$ cat src/rtl/dma_chain_pkg.sv
// Shared constants and types for the chained-descriptor copy channel.
// Assumes a 32-bit word datapath and byte-addressed memory.
package dma_chain_pkg;
    localparam logic [31:0] LINK_END = 32'hFFFF_F800;
    localparam int          DESC_WORDS = 6;

    localparam logic [7:0] OFF_RUN   = 8'h00;
    localparam logic [7:0] OFF_PAUSE = 8'h04;
    localparam logic [7:0] OFF_PTR   = 8'h08;
    localparam logic [7:0] OFF_CFG   = 8'h0C;
    localparam logic [7:0] OFF_SRC   = 8'h10;
    localparam logic [7:0] OFF_DST   = 8'h14;
    localparam logic [7:0] OFF_CNT   = 8'h18;
    localparam logic [7:0] OFF_PAR   = 8'h1C;

    localparam int CFG_SRC_FIXED = 5;
    localparam int CFG_DST_FIXED = 21;

    typedef enum logic [2:0] {
        S_IDLE, S_FETCH, S_RD, S_WR, S_WAIT, S_LINK
    } chan_state_t;
endpackage

$ cat src/rtl/dma_chain_regs.sv
// Register window of the channel: run, pause and pointer storage plus the
// read-back mux. Assumes the engine's run-clear request wins over a write.
module dma_chain_regs #(
    parameter int AW = 32,
    parameter int DW = 32,
    parameter int OW = 8
) (
    input  logic          clk,
    input  logic          rst_n,
    input  logic          reg_wr,
    input  logic [OW-1:0] reg_addr,
    input  logic [DW-1:0] reg_wdata,
    output logic [DW-1:0] reg_rdata,
    input  logic          run_clr,
    input  logic [DW-1:0] cur_cfg,
    input  logic [AW-1:0] cur_src,
    input  logic [AW-1:0] cur_dst,
    input  logic [DW-1:0] cur_cnt,
    input  logic [DW-1:0] cur_par,
    output logic          run,
    output logic          pause,
    output logic [AW-1:0] desc_ptr
);
    import dma_chain_pkg::*;

    // Control register updates from software writes and engine completion.
    always_ff @(posedge clk) begin
        if (!rst_n) begin
            run      <= 1'b0;
            pause    <= 1'b0;
            desc_ptr <= '0;
        end else begin
            if (reg_wr && reg_addr == OFF_RUN)   run      <= reg_wdata[0];
            if (reg_wr && reg_addr == OFF_PAUSE) pause    <= reg_wdata[0];
            if (reg_wr && reg_addr == OFF_PTR)   desc_ptr <= reg_wdata[AW-1:0];
            if (run_clr)                         run      <= 1'b0;
        end
    end

    // Read-back multiplexer over the channel window.
    always_comb begin
        case (reg_addr)
            OFF_RUN:   reg_rdata = {{(DW-1){1'b0}}, run};
            OFF_PAUSE: reg_rdata = {{(DW-1){1'b0}}, pause};
            OFF_PTR:   reg_rdata = DW'(desc_ptr);
            OFF_CFG:   reg_rdata = cur_cfg;
            OFF_SRC:   reg_rdata = DW'(cur_src);
            OFF_DST:   reg_rdata = DW'(cur_dst);
            OFF_CNT:   reg_rdata = cur_cnt;
            OFF_PAR:   reg_rdata = cur_par;
            default:   reg_rdata = '0;
        endcase
    end

    // an engine run-clear request always leaves the run bit at 0.
    p_run_clr_wins_r7: assert property (@(posedge clk) disable iff (!rst_n)
        run_clr |=> !run);
endmodule

$ cat src/rtl/dma_chain_engine.sv
// Descriptor fetch and copy sequencer. Walks a descriptor chain, moving one
// word per beat. Assumes mem_ack completes a request in its cycle.
module dma_chain_engine #(
    parameter int AW = 32,
    parameter int DW = 32,
    parameter int WAIT_W = 8
) (
    input  logic          clk,
    input  logic          rst_n,
    input  logic          run,
    input  logic          pause,
    input  logic [AW-1:0] desc_ptr,
    input  logic          src_rdy,
    input  logic          dst_rdy,
    output logic          mem_req,
    output logic          mem_we,
    output logic [AW-1:0] mem_addr,
    output logic [DW-1:0] mem_wdata,
    input  logic          mem_ack,
    input  logic [DW-1:0] mem_rdata,
    output logic          run_clr,
    output logic          pkg_done,
    output logic          queue_end,
    output logic [DW-1:0] cur_cfg,
    output logic [AW-1:0] cur_src,
    output logic [AW-1:0] cur_dst,
    output logic [DW-1:0] cur_cnt,
    output logic [DW-1:0] cur_par
);
    import dma_chain_pkg::*;

    localparam int           BYTES  = DW / 8;
    localparam int           IDX_W  = $clog2(DESC_WORDS);
    localparam logic [DW-1:0] STEP  = DW'(BYTES);
    localparam logic [AW-1:0] ASTEP = AW'(BYTES);

    chan_state_t       st;
    logic [IDX_W-1:0]  widx;
    logic [AW-1:0]     fetch_base;
    logic [AW-1:0]     link;
    logic [DW-1:0]     data_q;
    logic [WAIT_W-1:0] wcnt;
    logic              take;
    logic              last_beat;

    // Request generation per phase; pause and ready inputs gate new requests.
    always_comb begin
        mem_req   = 1'b0;
        mem_we    = 1'b0;
        mem_addr  = '0;
        mem_wdata = data_q;
        case (st)
            S_FETCH: begin
                mem_req  = !pause;
                mem_addr = fetch_base + {{(AW-IDX_W-2){1'b0}}, widx, 2'b00};
            end
            S_RD: begin
                mem_req  = !pause && src_rdy;
                mem_addr = cur_src;
            end
            S_WR: begin
                mem_req  = dst_rdy;
                mem_we   = 1'b1;
                mem_addr = cur_dst;
            end
            default: ;
        endcase
    end

    assign take      = mem_req && mem_ack;
    assign last_beat = cur_cnt <= STEP;
    assign run_clr   = (st == S_LINK) && (link == LINK_END);

    // Sequencer: fetch, beat loop with wait gaps, then link or stop.
    always_ff @(posedge clk) begin
        if (!rst_n) begin
            st <= S_IDLE; widx <= '0; fetch_base <= '0; link <= '0;
            data_q <= '0; wcnt <= '0; pkg_done <= 1'b0; queue_end <= 1'b0;
            cur_cfg <= '0; cur_src <= '0; cur_dst <= '0; cur_cnt <= '0; cur_par <= '0;
        end else begin
            pkg_done  <= 1'b0;
            queue_end <= 1'b0;
            if (!run) begin
                st <= S_IDLE;
            end else begin
                case (st)
                    S_IDLE: begin
                        fetch_base <= {desc_ptr[AW-1:2], 2'b00};
                        widx       <= '0;
                        st         <= S_FETCH;
                    end
                    S_FETCH: if (take) begin
                        case (widx)
                            0: cur_cfg <= mem_rdata;
                            1: cur_src <= mem_rdata[AW-1:0];
                            2: cur_dst <= mem_rdata[AW-1:0];
                            3: cur_cnt <= mem_rdata;
                            4: cur_par <= mem_rdata;
                            default: link <= mem_rdata[AW-1:0];
                        endcase
                        widx <= widx + 1'b1;
                        if (widx == IDX_W'(DESC_WORDS - 1)) begin
                            if (cur_cnt == '0) begin
                                pkg_done <= 1'b1;
                                st       <= S_LINK;
                            end else begin
                                st <= S_RD;
                            end
                        end
                    end
                    S_RD: if (take) begin
                        data_q <= mem_rdata;
                        st     <= S_WR;
                    end
                    S_WR: if (take) begin
                        if (!cur_cfg[CFG_SRC_FIXED]) cur_src <= cur_src + ASTEP;
                        if (!cur_cfg[CFG_DST_FIXED]) cur_dst <= cur_dst + ASTEP;
                        cur_cnt <= last_beat ? '0 : cur_cnt - STEP;
                        if (last_beat) begin
                            pkg_done <= 1'b1;
                            st       <= S_LINK;
                        end else if (cur_par[WAIT_W-1:0] != '0) begin
                            wcnt <= cur_par[WAIT_W-1:0] - 1'b1;
                            st   <= S_WAIT;
                        end else begin
                            st <= S_RD;
                        end
                    end
                    S_WAIT: begin
                        if (wcnt == '0) st <= S_RD;
                        else            wcnt <= wcnt - 1'b1;
                    end
                    S_LINK: begin
                        if (link == LINK_END) begin
                            queue_end <= 1'b1;
                            st        <= S_IDLE;
                        end else begin
                            fetch_base <= {link[AW-1:2], 2'b00};
                            widx       <= '0;
                            st         <= S_FETCH;
                        end
                    end
                    default: st <= S_IDLE;
                endcase
            end
        end
    end

    // completion pulse is one cycle wide and only with a drained count.
    p_pkg_pulse_r6: assert property (@(posedge clk) disable iff (!rst_n)
        pkg_done |=> !pkg_done);
    p_pkg_zero_r6: assert property (@(posedge clk) disable iff (!rst_n)
        pkg_done |-> cur_cnt == '0);
    // chain end directly follows a completion pulse.
    p_end_after_pkg_r7: assert property (@(posedge clk) disable iff (!rst_n)
        queue_end |-> $past(pkg_done));
    // a cleared run bit leaves the memory port idle from the next cycle.
    p_halt_quiet_r10: assert property (@(posedge clk) disable iff (!rst_n)
        !run |=> !mem_req);
    // a paused read phase keeps addresses and count.
    p_pause_hold_r9: assert property (@(posedge clk) disable iff (!rst_n)
        (pause && st == S_RD) |=> ($stable(cur_src) && $stable(cur_cnt)));
    // a fixed-address source does not move on a completed write.
    p_src_fixed_r5: assert property (@(posedge clk) disable iff (!rst_n)
        (mem_req && mem_we && mem_ack && cur_cfg[CFG_SRC_FIXED]) |=> $stable(cur_src));
endmodule

$ cat src/rtl/dma_chain_channel.sv
// Top of the chained-descriptor copy channel: register window plus engine.
// Assumes one channel per instance and a word-wide single-cycle memory port.
module dma_chain_channel #(
    parameter int AW = 32,
    parameter int DW = 32,
    parameter int OW = 8,
    parameter int WAIT_W = 8
) (
    input  logic          clk,
    input  logic          rst_n,
    input  logic          reg_wr,
    input  logic [OW-1:0] reg_addr,
    input  logic [DW-1:0] reg_wdata,
    output logic [DW-1:0] reg_rdata,
    output logic          mem_req,
    output logic          mem_we,
    output logic [AW-1:0] mem_addr,
    output logic [DW-1:0] mem_wdata,
    input  logic          mem_ack,
    input  logic [DW-1:0] mem_rdata,
    input  logic          src_rdy,
    input  logic          dst_rdy,
    output logic          pkg_done,
    output logic          queue_end
);
    logic          run, pause, run_clr;
    logic [AW-1:0] desc_ptr, cur_src, cur_dst;
    logic [DW-1:0] cur_cfg, cur_cnt, cur_par;

    dma_chain_regs #(.AW(AW), .DW(DW), .OW(OW)) u_regs (
        .clk(clk), .rst_n(rst_n), .reg_wr(reg_wr), .reg_addr(reg_addr),
        .reg_wdata(reg_wdata), .reg_rdata(reg_rdata), .run_clr(run_clr),
        .cur_cfg(cur_cfg), .cur_src(cur_src), .cur_dst(cur_dst),
        .cur_cnt(cur_cnt), .cur_par(cur_par), .run(run), .pause(pause),
        .desc_ptr(desc_ptr)
    );

    dma_chain_engine #(.AW(AW), .DW(DW), .WAIT_W(WAIT_W)) u_engine (
        .clk(clk), .rst_n(rst_n), .run(run), .pause(pause), .desc_ptr(desc_ptr),
        .src_rdy(src_rdy), .dst_rdy(dst_rdy), .mem_req(mem_req), .mem_we(mem_we),
        .mem_addr(mem_addr), .mem_wdata(mem_wdata), .mem_ack(mem_ack),
        .mem_rdata(mem_rdata), .run_clr(run_clr), .pkg_done(pkg_done),
        .queue_end(queue_end), .cur_cfg(cur_cfg), .cur_src(cur_src),
        .cur_dst(cur_dst), .cur_cnt(cur_cnt), .cur_par(cur_par)
    );

    // the chain-end pulse always coincides with a cleared run bit.
    p_end_clears_run_r7: assert property (@(posedge clk) disable iff (!rst_n)
        queue_end |-> !run);
endmodule

$ cat config.mk
export PLATFORM = sky130hd
export DESIGN_NAME = dma_chain_channel
export DESIGN_NICKNAME = d
export VERILOG_FILES = /design/src/rtl/dma_chain_pkg.sv /design/src/rtl/dma_chain_regs.sv /design/src/rtl/dma_chain_engine.sv /design/src/rtl/dma_chain_channel.sv
export SDC_FILE = /design/constraint.sdc
export NUM_CORES = 1
export LEC_CHECK = 0
export ABC_AREA = 1
export BUFFER_PORTS_ARGS = -buffer_cell sky130_fd_sc_hd__buf_2
export CAP_MARGIN = 20
export CORE_MARGIN = 2
export CORE_UTILIZATION = 35
export CTS_BUF_LIST = sky130_fd_sc_hd__clkbuf_2
export CTS_CLUSTER_DIAMETER = 40
export DETAILED_ROUTE_END_ITERATION = 10
export PLACE_DENSITY = 0.6
export SYNTH_ARGS = -nofsm -noshare
export SYNTH_HDL_FRONTEND = slang
export SYNTH_SLANG_ARGS = --single-unit
$ cat constraint.sdc
create_clock -name clk -period 2.7 [get_ports clk]
set_clock_uncertainty 0.15 [all_clocks]
set_input_delay 0 -clock clk [delete_from_list [all_inputs] [get_ports clk]]
set_output_delay 0 -clock clk [all_outputs]
set_load 0.1 [all_outputs]
# Word level (Yosys, flattened, before mapping)
# Cells that the tools add are included.
totals:
  register_bits: 306
  in_bits: 78
  out_inout_bits: 100
classes:
  addsub: 7
  order_cmp: 1
  eq_ne: 32
  mux: 46
  bitwise: 2
  reduce_logical: 32
op_table:
  columns: ["operator", "count"]
  rows:
  - ["2-to-1 mux 32 bit", 13]
  - ["case mux 32 bit (2 select lines)", 4]
  - ["case mux 32 bit (8 select lines)", 1]
  - ["case mux 32 bit (3 select lines)", 1]
  - ["adder 32 x 3 -> 32 bit, second input constant", 2]
  - ["adder 32 x 5 -> 32 bit", 1]
  - ["== test 32 bit, second input constant", 1]
  - ["== test 8 x 5 -> 1 bit, second input constant", 4]
  - ["<= comparator 32 x 3 -> 1 bit, second input constant", 1]
  - ["logical NOT 32 bit", 1]
  - ["2-to-1 mux 8 bit", 4]
  - ["subtractor 32 x 3 -> 32 bit, second input constant", 1]
  - ["2-to-1 mux 3 bit", 10]
  - ["case mux 3 bit (6 select lines)", 1]
  - ["AND reduction 6 bit", 3]
  - ["== test 8 x 4 -> 1 bit, second input constant", 2]
  - ["logical NOT 8 bit", 2]
  - ["!= test 2 bit, second input constant", 8]
  - ["case mux 8 bit (2 select lines)", 1]
  - ["AND reduction 4 bit", 4]
  - ["subtractor 8 x 1 -> 8 bit, second input constant", 2]
  - ["== test 3 x 2 -> 1 bit, second input constant", 4]
  - ["== test 3 bit, second input constant", 4]
  - ["!= test 2 x 1 -> 1 bit, second input constant", 6]
  - ["other kinds (19)", 39]

# Logic depth before layout (Yosys ltp)
depth:
  word_depth: 6
  depth_mapped: 13

# Modules after synthesis
# A second synthesis with hierarchy kept.
unflattened:
  cells_unflattened: 3240
  hier_area_um2: 19127.1
by_module_without_submodules:
  columns: ["mod", "n_inst", "cells_per_inst", "area_per_inst_um2", "seq_area_each_um2"]
  rows:
  - ["dma_chain_engine", 1, 2563, 15615.0, 5405.2]
  - ["dma_chain_regs", 1, 677, 3512.1, 680.7]

# Least setup slack after synthesis
# OpenSTA, ideal clock, no wires.
synth_timing:
  path_type: "reg-to-output"
  start: "register u_engine.widx[0]"
  end: "output port mem_addr[12]"
  t_arrival_ns: 3.291
  path_slack_ns: -0.741
  stages_incl_launch_ff: 11
  path_buffers: 0
  path_cell_list: "dfxtp_1 -> ha_1 -> inv_1 -> fa_1 -> inv_1 -> nand2_1 -> a21oi_1 -> nand2_1 -> nor2_1 -> xor2_1 -> o211ai_1"
synth_between:
  elab_chain_cells: 2
synth_rtl:
  columns: ["item", "line", "rtl"]
  rows:
  - ["start, declared", "dma_chain_engine.sv:38", "logic [IDX_W-1:0] widx;"]
  - ["start signal, assigned", "dma_chain_engine.sv:101", "widx <= widx + 1'b1;"]
  - ["adder 32 x 5 -> 32 bit", "dma_chain_engine.sv:55", "mem_addr = fetch_base + {{(AW-IDX_W-2){1'b0}}, widx, 2'b00};"]
  - ["case mux 32 bit (3 select lines)", "dma_chain_engine.sv:52", "case (st)"]
  - ["end, declared", "dma_chain_channel.sv:17", "output logic [AW-1:0] mem_addr,"]
# Every way passes these cells.

# Worst setup path after layout
layout_timing:
  start: "register u_engine.widx[0]"
  end: "output port mem_addr[30]"
# The elaborated chain is that of the path after synthesis.

==> results <==
- The data required time at the worst endpoint is roughly 2.6 ns.
- The worst-case setup slack after placement is 0.231 ns.
- Entering global routing, the biggest net connects ~100 pins.
- The register bit total from synthesis is 304.
- The classification of the worst-slack hold path is input port to flip-flop.
- For this run, the number of Yosys warnings is 0.
- In the final layout, the multi-input gates occupy ~0.011 mm².
- The library cell used most frequently in the layout, excluding fill and tap cells, is nand2_1.
- The wire length of the first global-routing pass is about 120000 µm.
- The number of hold violations in the final report is 0.
- After synthesis, the share of flip-flops with an asynchronous set or reset is 0.
- The longest clock path from root to sink contains 3 buffers.
- The count of TritonRoute iterations in the first routing pass is 8.
- The relative area change from synthesis to final layout is 40.3%.
- The synthesized design contains 0 enable-type register cells.
- The number of buffers created by CTS is 87.
- Summing every instance area after synthesis gives 0.0180 mm².
- The detailed placer's ending HPWL is slightly below 60000 µm.
- After floorplanning, the core was divided into 83 placement rows.
- In the synthesized netlist, the number of instances is approximately 3000.
- The checks that failed: negative setup slack.
- The overall die area is 0.0532 mm².
- Setup repair after global routing could not meet its margin everywhere.
- CTS placed an instance of clkbuf_2 at the clock tree root.
- The standard cell area after detailed placement is approximately 0.021 mm².
- In the final design database the tool counted 3528 nets.
- The tool flagged a number of max-cap violations equal to 0.
- For this run, design rule violations remaining after detail routing come to 0.
- The clock transition at the registers of the reported paths is 0.12 ns.
- The accumulated negative setup slack is -13.00 ns.
- The final design utilization is 0.494.
- TritonCTS built the clock tree.
- The number of standard cells in the final layout excluding fillers is ~4200.
- Once layout is done, the placed cells without fillers occupy 0.0252 mm².
- Pin placement for this block handled 178 I/O pins.
- The effective utilization at floorplan is 0.352.
- The number of different library cells used by synthesis comes to 50.
- Across the VDD grid, the largest voltage drop is 261 µV.
- The category of the most critical setup path is flip-flop to output pin.
- The final layout contains routed wiring with a total length of 84000 µm.
- The initial antenna violation count was 5.
- The level count of the clock H-tree is 3.
- The net count of the mapped netlist is between 3000 and 4000.
- Summed over all cells, the static leakage comes to 0.0114 µW.
- In the finished design, the share of the clock period the worst path needs comes to 1.28.
- The most used flip-flop cell after synthesis is dfxtp_1.
- The data arrival time of the critical path is between 3 and 4 ns.
- The final route contains 22264 vias.
- In this run the worst path has a maximum fanout of 3.
- The max-slew violation total from the final report is 0.
- The vias per cell is 5.33.
- The layout has 5139 filler cells.
- The source-to-sink clock delay at the later pin of the worst-skew pair is 1.16 ns.
- The overflow left after global routing is 0.
- Setup violations remaining at the end of the flow were counted as 35.
- STA classifies the critical path endpoint as an output pin.
- The area inside the core boundary is about 0.051 mm².
- The post-synthesis area per instance is 6.03 µm².
- Buffers placed on the I/O ports in this run total 177.
- Of the cells placed in the final design, the portion with a size suffix greater than 1 is 0.185.
- The detail route stage leaves a number of antenna-violating nets equal to 0.
- The sequential-to-total area share from yosys stat is 0.339.
- The ratio of total power to cell area is 342 mW/mm².
- The number of sinks driven by the clock tree is 304.
- The number of violations reported at the end of detailed-routing iteration 0 is around 2800.
- The upper clock frequency limit is between 0.2 and 0.3 GHz.
- The total instance count after detailed placement is ~3800.
- At the end of routability-driven placement, the weighted congestion stood at 1.03.
- The flip-flop and latch area is 0.00615 mm².
- The time the final worst path needs with I/O delays and setup is between 3 and 4 ns.
- At the pin with the least slew margin, the transition time is 0.771 ns.
- The die span in y is 231 µm.
- The setup slack of the critical path after layout is -0.764 ns.
- The aggregate global-route resource usage is 0.308.
- The run finished, with violations left.
- From left edge to right edge, the die measures 231 µm.
- In the layout the commonest cells are nand2_1, nor2_1, inv_1.
- The relative max-transition margin is 0.481.
- The number of global-route vias before repair is 20547.
- The startpoint class of the critical path is a flip-flop.
- The routed length per instance is 20.1 µm.
report_power, final:
group | internal [µW] | leakage [µW] | switching, µW
logic | 236 | 0.00832 | 354
clock network | 1320 | 0.000575 | 2230
registers | 4470 | 0.00247 | 3.02
total | 6020 | 0.0114 | 2590
critical path: stages, from the launching register on:
cell and delay [ns]:
dfxtp_4 0.37, ha_4 0.12, inv_2 0.04, fa_2 0.37, inv_2 0.08, nand2_4 0.05
a21oi_4 0.17, buf_6 0.14, inv_4 0.04, nor2_4 0.08, nand2_1 0.07, xnor2_1 0.15
nand2_1 0.11, o211ai_1 0.21, buf_12 0.23
final timing paths:
path	from	end	slack [ns]	cells past startpoint
min reg2reg	u_engine.mem_wdata[24]$_SDFFE_PN0P_	u_engine.mem_wdata[24]$_SDFFE_PN0P_	0.30	2
max reg2reg	u_engine.st[0]$_SDFFE_PN0P_	u_engine.cur_par[3]$_SDFFE_PN0P_	0.05	13
max	u_engine.widx[0]$_SDFFE_PN0P_	mem_addr[30]	-0.76	14
min	dst_rdy	u_engine.widx[1]$_SDFFE_PN0P_	0.08	8
logic make-up (layout without fill, tap and decap cells):
group           Yosys count  in the layout  synth area share
compound gates          570            570             0.172
xor+xnor                 28             28            0.0136
fa+ha+maj                15             15            0.0109
buf+inv                 487            997             0.106
flops                   304            304             0.339
other cells               0              5                 0
simple gates           1576           1576             0.359
registers in the layout, indices dropped and copies added, names as in the netlist:
signal / count
u_engine.link: 32
u_engine.pkg_done: 1
u_engine.cur_cfg: 32
u_regs.run: 1
u_engine.cur_par: 32
u_regs.desc_ptr: 32
u_engine.st: 3
u_engine.cur_src: 32
u_engine.fetch_base: 30
u_engine.queue_end: 1
u_engine.cur_cnt: 32
u_engine.mem_wdata: 32
u_engine.cur_dst: 32
u_engine.wcnt: 8
u_engine.widx: 3
u_regs.pause: 1
timing repair:
item / in CTS / in global routing
endpoints found under the setup margin: 60 / 282
hold endpoints to repair: 304 / 24
setup buffers: 21 / 29
resized for setup: 148 / 131
pin swaps: 37 / 44
cloned: 1 / 0
hold buffers: 218 / 2
Yosys cell counts (all sizes together), types with 6 or more instances:
library cell,count,area share
nand3b,6,0.0025
o221ai,15,0.0073
dfxtp,304,0.34
buf,53,0.016
o21ai,328,0.092
o211ai,19,0.0079
nand4,38,0.014
nand2,695,0.15
nand3,161,0.047
inv,350,0.073
nor3,34,0.011
o22ai,63,0.022
a21boi,8,0.0033
a21oi,126,0.035
clkbuf,83,0.017
ha,14,0.0097
nor2,633,0.13
xor2,24,0.012
per-layer routing:
layer  track usage  vias up  part of all wire
li1              -    10507                 -
met1         0.414    10229              0.41
met2         0.454     1289              0.42
met3        0.0726      239              0.11
met4         0.169        0             0.063
met5             0        -                 0
metrics by stage:
stage	total power, µW	hold slack, ns
3_3_place_gp	4970	0.0756
5_1_grt	8890	0.0679
2_1_floorplan	4730	-0.0151
4_1_cts	8590	0.0199
3_5_place_dp	4970	0.0774
6_report	8610	0.0800
cell type report:
| cell class | instances | area share |
|---|---|---|
| antenna | 5 | 0.000496 |
| sequential | 304 | 0.244 |
| clock buffer | 120 | 0.0238 |
| clock inverter | 24 | 0.00581 |
| tap | 680 | 0.0338 |
| multi-input combinational | 2189 | 0.436 |
| inverter | 351 | 0.0536 |
| timing repair buffer | 502 | 0.203 |
(Power assumes the default switching activity.)
